**src/rtl/cir_pkg.sv**
```systemverilog
package cir_pkg;

  // Which axis is the long one for the current point.
  typedef enum logic {
    REG_STEEP = 1'b0,  // x > y : Y moves every step
    REG_FLAT  = 1'b1   // x <= y: X moves every step
  } region_e;

  // One step worth of motion.
  typedef struct packed {
    logic dec_x;  // X decreases by one
    logic inc_y;  // Y increases by one
  } move_t;

endpackage

```
**src/rtl/cir_decide.sv**
```systemverilog
module cir_decide
  import cir_pkg::*;
#(
  parameter int CW = 16,
  parameter int DW = CW + 6
) (
  input  logic [CW-1:0]        x_i,
  input  logic [CW-1:0]        y_i,
  input  logic signed [DW-1:0] f_i,
  output move_t                mv_o
);

  localparam int                 PAD  = DW - CW;
  localparam logic signed [DW-1:0] FIVE = DW'(5);

  logic signed [DW-1:0] xs, ys;
  logic signed [DW-1:0] d_steep, d_flat;
  region_e              rgn;

  always_comb begin
    xs = $signed({{PAD{1'b0}}, x_i});
    ys = $signed({{PAD{1'b0}}, y_i});
    // scaled midpoint test when Y is the long axis
    d_steep = (f_i <<< 2) + (ys <<< 3) - (xs <<< 2) + FIVE;
    // scaled midpoint test when X is the long axis
    d_flat  = (f_i <<< 2) - (xs <<< 3) + (ys <<< 2) + FIVE;
    rgn     = (x_i > y_i) ? REG_STEEP : REG_FLAT;
  end

  // Both tests are 1 mod 4 and never zero, so the sign bit alone decides.
  always_comb begin
    unique case (rgn)
      REG_STEEP: begin
        mv_o.inc_y = 1'b1;
        mv_o.dec_x = ~d_steep[DW-1];
      end
      default: begin
        mv_o.dec_x = 1'b1;
        mv_o.inc_y = d_flat[DW-1];
      end
    endcase
  end

endmodule

```
**src/rtl/cir_update.sv**
```systemverilog
module cir_update
  import cir_pkg::*;
#(
  parameter int CW = 16,
  parameter int DW = CW + 6
) (
  input  logic [CW-1:0]        x_i,
  input  logic [CW-1:0]        y_i,
  input  logic signed [DW-1:0] f_i,
  input  move_t                mv_i,
  output logic [CW-1:0]        x_o,
  output logic [CW-1:0]        y_o,
  output logic signed [DW-1:0] f_o
);

  localparam int                 PAD = DW - CW;
  localparam logic signed [DW-1:0] ONE = DW'(1);

  logic signed [DW-1:0] xs, ys, tx, ty;

  always_comb begin
    xs = $signed({{PAD{1'b0}}, x_i});
    ys = $signed({{PAD{1'b0}}, y_i});
    tx = mv_i.dec_x ? (ONE - (xs <<< 1)) : '0;
    ty = mv_i.inc_y ? ((ys <<< 1) + ONE) : '0;
    f_o = f_i + tx + ty;
    x_o = x_i - CW'(mv_i.dec_x);
    y_o = y_i + CW'(mv_i.inc_y);
  end

endmodule

```
**src/rtl/cir_seq.sv**
```systemverilog
module cir_seq #(
  parameter int CW = 16
) (
  input  logic          go_i,
  input  logic          busy_i,
  input  logic [CW-1:0] from_x_i,
  input  logic [CW-1:0] from_y_i,
  input  logic [CW-1:0] to_x_i,
  input  logic [CW-1:0] to_y_i,
  input  logic [CW-1:0] tgt_x_i,
  input  logic [CW-1:0] tgt_y_i,
  input  logic [CW-1:0] nx_i,
  input  logic [CW-1:0] ny_i,
  output logic          load_o,
  output logic          step_o,
  output logic          busy_d_o
);

  logic arrive, launch;

  always_comb begin
    load_o = go_i & ~busy_i;
    step_o = busy_i;
    // stop on the end point, or when X has nowhere left to go
    arrive = ((nx_i == tgt_x_i) && (ny_i == tgt_y_i)) || (nx_i == '0);
    launch = ((from_x_i != to_x_i) || (from_y_i != to_y_i)) && (from_x_i != '0);
    if (load_o)      busy_d_o = launch;
    else if (step_o) busy_d_o = ~arrive;
    else             busy_d_o = 1'b0;
  end

endmodule

```
**src/rtl/cir_interp.sv**
```systemverilog
module cir_interp
  import cir_pkg::*;
#(
  parameter int CW = 16
) (
  input  logic              clk,
  input  logic              rst,
  input  logic              go_i,
  input  logic [CW-1:0]     from_x_i,
  input  logic [CW-1:0]     from_y_i,
  input  logic [CW-1:0]     to_x_i,
  input  logic [CW-1:0]     to_y_i,
  output logic              pulse_x_o,
  output logic              pulse_y_o,
  output logic              busy_o,
  output logic [CW-1:0]     pos_x_o,
  output logic [CW-1:0]     pos_y_o,
  output logic [CW+5:0]     dev_o
);

  localparam int DW = CW + 6;

  logic [CW-1:0]        x_q, y_q, tgt_x_q, tgt_y_q;
  logic signed [DW-1:0] f_q;
  logic                 busy_q, px_q, py_q;

  move_t                mv;
  logic [CW-1:0]        nx, ny;
  logic signed [DW-1:0] nf;
  logic                 load, step, busy_d;

  cir_decide #(.CW(CW), .DW(DW)) u_decide (
    .x_i  (x_q),
    .y_i  (y_q),
    .f_i  (f_q),
    .mv_o (mv)
  );

  cir_update #(.CW(CW), .DW(DW)) u_update (
    .x_i  (x_q),
    .y_i  (y_q),
    .f_i  (f_q),
    .mv_i (mv),
    .x_o  (nx),
    .y_o  (ny),
    .f_o  (nf)
  );

  cir_seq #(.CW(CW)) u_seq (
    .go_i     (go_i),
    .busy_i   (busy_q),
    .from_x_i (from_x_i),
    .from_y_i (from_y_i),
    .to_x_i   (to_x_i),
    .to_y_i   (to_y_i),
    .tgt_x_i  (tgt_x_q),
    .tgt_y_i  (tgt_y_q),
    .nx_i     (nx),
    .ny_i     (ny),
    .load_o   (load),
    .step_o   (step),
    .busy_d_o (busy_d)
  );

  always_ff @(posedge clk) begin
    if (rst) begin
      x_q     <= '0;
      y_q     <= '0;
      tgt_x_q <= '0;
      tgt_y_q <= '0;
      f_q     <= '0;
      busy_q  <= 1'b0;
      px_q    <= 1'b0;
      py_q    <= 1'b0;
    end else begin
      px_q   <= 1'b0;
      py_q   <= 1'b0;
      busy_q <= busy_d;
      if (load) begin
        x_q     <= from_x_i;
        y_q     <= from_y_i;
        tgt_x_q <= to_x_i;
        tgt_y_q <= to_y_i;
        f_q     <= '0;
      end else if (step) begin
        x_q  <= nx;
        y_q  <= ny;
        f_q  <= nf;
        px_q <= mv.dec_x;
        py_q <= mv.inc_y;
      end
    end
  end

  assign pulse_x_o = px_q;
  assign pulse_y_o = py_q;
  assign busy_o    = busy_q;
  assign pos_x_o   = x_q;
  assign pos_y_o   = y_q;
  assign dev_o     = f_q;

endmodule

```
**config.mk**
```make
export PLATFORM = sky130hd
export DESIGN_NAME = cir_interp
export DESIGN_NICKNAME = d
export VERILOG_FILES = /design/src/rtl/cir_pkg.sv /design/src/rtl/cir_decide.sv /design/src/rtl/cir_update.sv /design/src/rtl/cir_seq.sv /design/src/rtl/cir_interp.sv
export SDC_FILE = /design/constraint.sdc
export NUM_CORES = 1
export LEC_CHECK = 0
export ABC_CLOCK_PERIOD_IN_PS = 14550
export BUFFER_PORTS_ARGS = -buffer_cell sky130_fd_sc_hd__buf_2
export CAP_MARGIN = 30
export CELL_PAD_IN_SITES_DETAIL_PLACEMENT = 0
export CELL_PAD_IN_SITES_GLOBAL_PLACEMENT = 2
export CORE_MARGIN = 10
export CORE_UTILIZATION = 38
export CTS_CLUSTER_SIZE = 12
export DETAILED_ROUTE_END_ITERATION = 8
export HOLD_SLACK_MARGIN = 0.1
export MAX_ROUTING_LAYER = met4
export PLACE_DENSITY = 0.86
export SLEW_MARGIN = 10
export SYNTH_ARGS = -nofsm -noshare
export SYNTH_HDL_FRONTEND = slang
export SYNTH_SLANG_ARGS = --single-unit
```
**constraint.sdc**
```tcl
create_clock -name clk -period 14.55 [get_ports clk]
set_clock_uncertainty 0.05 [all_clocks]
set_input_delay 2.91 -clock clk [delete_from_list [all_inputs] [get_ports clk]]
set_output_delay 2.91 -clock clk [all_outputs]
set_load 0.01 [all_outputs]
```
### Yosys cells after proc, flatten, opt, wreduce, memory -nomap -nowiden

Cells that the tools add are included.

| cells by class | value |
|---|---|
| muxes and demuxes | 9 |
| reduce and logical (&&, ||, !) cells | 9 |
| div/mod/pow operators | 0 |
| shifts and indexed selects | 0 |
| equal/unequal tests | 4 |
| add/subtract/negate cells | 12 |
| order comparisons | 1 |
| bitwise logic cells | 4 |
| multipliers | 0 |

Operator list:

| kind | number |
|---|---|
| 16-bit 2-to-1 mux | 4 |
| 22-bit adder | 2 |
| 22-bit by 4-bit adder with 22-bit output (second input constant) | 2 |
| 22-bit 2-to-1 mux | 2 |
| 16-bit equality test | 2 |
| 16-bit != test | 2 |
| 22-bit by 19-bit adder with 22-bit output | 1 |
| 22-bit by 20-bit adder with 22-bit output | 1 |
| 22-bit by 19-bit subtractor with 22-bit output | 1 |
| 22-bit by 20-bit subtractor with 22-bit output | 1 |
| 17-bit by 1-bit adder with 18-bit output (second input constant) | 1 |
| 1-bit by 17-bit subtractor with 18-bit output (first input constant) | 1 |
| 16-bit by 1-bit adder with 16-bit output | 1 |
| 16-bit > comparator | 1 |
| 16-bit logical NOT | 1 |
| 16-bit nonzero test | 1 |
| 16-bit by 1-bit subtractor with 16-bit output | 1 |
| 1-bit inverter | 3 |
| 3-bit OR reduction | 1 |
| 1-bit logical AND | 2 |
| 1-bit logical OR | 2 |
| 1-bit 2-to-1 mux | 2 |
| 2-bit 2-to-1 mux | 1 |
| 2-bit nonzero test | 1 |
| 2 further kinds | 2 |

| storage, ports and cells | value |
|---|---|
| bits in latches | 0 |
| memories kept | 0 |
| ROM bits | 0 |
| bits in registers | 89 |
| bits of input ports | 67 |
| word-level logic and storage cells | 47 |
| output and inout port bits | 57 |
| memory bits (writable) | 0 |

### Logic depth before layout (Yosys ltp)

| logic depth | value |
|---|---|
| depth in word-level cells | 12 |
| depth in mapped cells | 29 |
| mapped depth without buffers | 28 |

### By module

Synthesis repeated with hierarchy kept, for this count alone.

| unflattened totals | value |
|---|---|
| cell total of the unflattened synthesis | 985 |
| area, all modules | 8826.0 um^2 |

By module, submodules not included:

| module | instances | area each (um^2) | cells each |
|---|---|---|---|
| cir_interp | 1 | 3473.3 | 324 |
| cir_update | 1 | 2324.7 | 305 |
| cir_decide | 1 | 2244.7 | 256 |
| cir_seq | 1 | 783.3 | 100 |

### Worst setup path after synthesis

Ideal clock, no wire load.

| timing path | value |
|---|---|
| path type | register to register |
| start | register x_q[11], in the netlist pos_x_o[11] |
| end | register f_q[14], in the netlist dev_o[14] |
| setup slack | 8.107 ns |
| data arrival time | 6.248 ns |
| stages on the path, launching flop included | 28 |
| cells stage by stage | dfxtp_1 > clkbuf_1 > inv_1 > fa_1 > ha_1 > ha_1 > a21o_1 > a21o_1 > a21oi_1 > o21ai_0 > a2111oi_0 > o21bai_1 > a2111oi_0 > a21oi_1 > inv_1 > buf_2 > nor2_1 > fa_1 > ha_1 > a21o_1 > a21o_1 > a2111o_1 > nor3b_1 > or2_2 > a21oi_1 > o21ai_0 > mux2i_1 > o311ai_0 |

RTL lines:

| element | line | source |
|---|---|---|
| from (decl) | cir_interp.sv:23 | `logic [CW-1:0] x_q, y_q, tgt_x_q, tgt_y_q;` |
| from (signal assigned) | cir_interp.sv:80 | `x_q <= from_x_i;` |
| from (signal assigned) | cir_interp.sv:86 | `x_q <= nx;` |
| to (signal assigned) | cir_interp.sv:88 | `f_q <= nf;` |
| to (decl) | cir_interp.sv:24 | `logic signed [DW-1:0] f_q;` |

==> impl_metrics.tcl <==
set metrics [dict create \
    fin_ws_ns 7.10 \
    cts_made_buffers 9 \
    crit_type "register to register" \
    drv_slew 0 \
    min_path_type "register to register" \
    power.leakage_nw 4.32 \
    tns_ns 0 \
    syn_area_sq_um 8580 \
    ir_drop_mv 0.107 \
    post-dp-hpwl_um 23500 \
    synth_ff_type "dfxtp_1" \
    tightest_slew_ns 1.14 \
    status "finished, final reports clean" \
    clock_power_share 0.105 \
    dr.pass1.iters 5 \
    intPower_mw 1.16 \
    drtIter0Drc 453 \
    grt_max_degree 70 \
    syn-num-nets 1237 \
    path_max_fanout 14 \
    die_y_um 170 \
    coreArea_sq_um 22000 \
    final_cells 1407 \
    drt_drc_violations_left 0 \
    start_util 0.389 \
    power_frac_seq 0.156 \
    crit_start "pos_y_o[2]$_SDFFE_PP0P_" \
    fin_util 0.442 \
    grt.total_usage 0.206 \
    synth_edf_count 0 \
    max_cap_viol_count 0 \
    seq_area_frac_synth 0.208 \
    syn_to_final_growth_pct 13.4 \
    syn_inst 1022 \
    io-pin-count 124 \
    combPwrFrac 0.739 \
    grt_pass1_wl_um 45000 \
    max_stage_delay_ns 0.62 \
    place_ws_ns 7.05 \
    post_dp_cell_area_sq_um 9430 \
    overflow 0 \
    synth_top_cells_by_area "dfxtp_1, ha_1, fa_1" \
    die-area_sq_um 29000 \
    nNetsFinal 1337 \
    cp_num_buf_inv 3 \
    finalHoldViolCount 0 \
    end_kind "register" \
    routed_wl_um 28800 \
    ys_ff_latch 89 \
    dp.cells 1391 \
    io_buffers 123 \
    synth_top_cell_by_area "dfxtp_1" \
    cts_resized 0 \
    clk_pin_slew_ns 0.09 \
    multi_input_area_sq_um 6280 \
    cp_slowest_cell "a221oi_1" \
    fill_cells 2268 \
    antenna_found_initial 0 \
    worstReg2RegStart "pos_y_o[2]$_SDFFE_PP0P_" \
    grt_pass1_vias 7802 \
    regArea_sq_um 1790 \
    clock_path_buffers 2 \
    power_density_nw_per_um2 243 \
    drive_above_1_share 0.141 \
    dr_total_vias 7538 \
    hold_start "tgt_y_q[7]$_SDFFE_PP0P_" \
    cts_max_level 3 \
    rsz0062_at_grt "false" \
    setup_viol 0 \
    ant_nets 0 \
    synthArstFlopShare 0 \
    gp_congestion 0.903 \
    via_per_inst 5.36 \
    rows 54 \
    sw_frac_of_total 0.511 \
    cp_data_arrival_time_ns 7.64 \
    yosys_warnings 0 \
    ys_types 62 \
    die_w_um 170 \
    crit_path_start_kind "register" \
    switchingPower_mw 1.21 \
    yosys.area.top_type_share 0.208 \
    slew_headroom 0.222 \
    cts_hold_buf 0 \
    clock_sinks 89 \
    fin_area_sq_um 9730 \
    layout_worst_path_cycle_share 0.512 \
    antennaDiodeCount 0 \
    hold_slack_ns 0.419 \
    crit_family "compound AO/OA/AOI/OAI gates" \
    max_freq_mhz 134 \
    cts_setup_buffers 0 \
    timing.final.crit_period_ns 7.45 \
    cts_tree "built" \
    finalPower_mw 2.36 \
    wire_per_inst_um 20.5 \
    cts_root_buffer "clkbuf_16" \
    avgSynthCellArea_sq_um 8.39 \
    clk_latency_ns 0.37 \
    required_ns 14.74 \
    ys_top_cells_by_count "ha_1, nand2_1, nor2_1" \
]
==> cell usage in the layout, fill, tap and decap left out, types with 18 or more instances in the layout <==
master	count
buf_2	123
nand2_1	100
ha_1	100
nor2_1	99
inv_1	95
xnor2_1	94
dfxtp_1	88
a21oi_1	63
a211oi_1	63
fa_1	48
nand4_1	30
xor2_1	26
nand3_1	21
mux2i_1	18
==> sequential cells by signal, summed over array words and instances (netlist names) <==
signal	cells
dev_o	22
tgt_y_q	16
pulse_y_o	1
pulse_x_o	1
pos_x_o	16
tgt_x_q	16
busy_o	1
pos_y_o	16
==> layer usage <==
| layer | GRT usage | vias to the layer above | part of all wire | wire, um |
|---|---|---|---|---|
| met5 | - | - | 0 | 0 |
| met4 | 0.0465 | 0 | 0.014 | 403 |
| met3 | 0.0268 | 25 | 0.034 | 992 |
| met2 | 0.319 | 193 | 0.46 | 13100 |
| met1 | 0.281 | 3559 | 0.50 | 14300 |
| li1 | - | 3761 | - | - |
==> worst min-delay path: stages, from the launching register on <==
cell and delay (ns):
dfxtp_1 0.32, nand2_1 0.05, a21oi_1 0.05
==> worst paths after layout <==
check / end / slack, ns / cells after the start
worst max-delay path: dev_o[21]$_SDFFE_PP0P_ / 7.10 / 26
worst min-delay path: tgt_y_q[7]$_SDFFE_PP0P_ / 0.42 / 2
worst max register to register: dev_o[21]$_SDFFE_PP0P_ / 7.10 / 26
worst min register to register: tgt_y_q[7]$_SDFFE_PP0P_ / 0.42 / 2
==> cells by family after synthesis <==
logic type / synth area share
buffers and inverters: 0.0602
DFF: 0.208
xor gates and xnor gates: 0.125
AOI/OAI and AO/OA: 0.157
and+or+nand+nor: 0.169
adders and majority gates: 0.258
muxes: 0.0223
==> power groups by stage <==
stage	Sequential [mW]	Combinational, mW	Clock [mW]
2_1_floorplan	0.361	1.30	0
3_3_place_gp	0.376	1.72	0
3_5_place_dp	0.375	1.73	0
4_1_cts	0.370	1.74	0.252
5_1_grt	0.379	1.97	0.259
6_report	0.370	1.75	0.248
==> final cells by class <==
| type | instances | share of cell area |
|---|---|---|
| clock inverter | 6 | 0.00605 |
| multi-input combinational | 798 | 0.646 |
| clock buffer | 10 | 0.0246 |
| timing repair buffer | 129 | 0.0675 |
| tap | 280 | 0.0360 |
| sequential | 89 | 0.184 |
| inverter | 95 | 0.0367 |
Power figures use the tool's default switching activity.
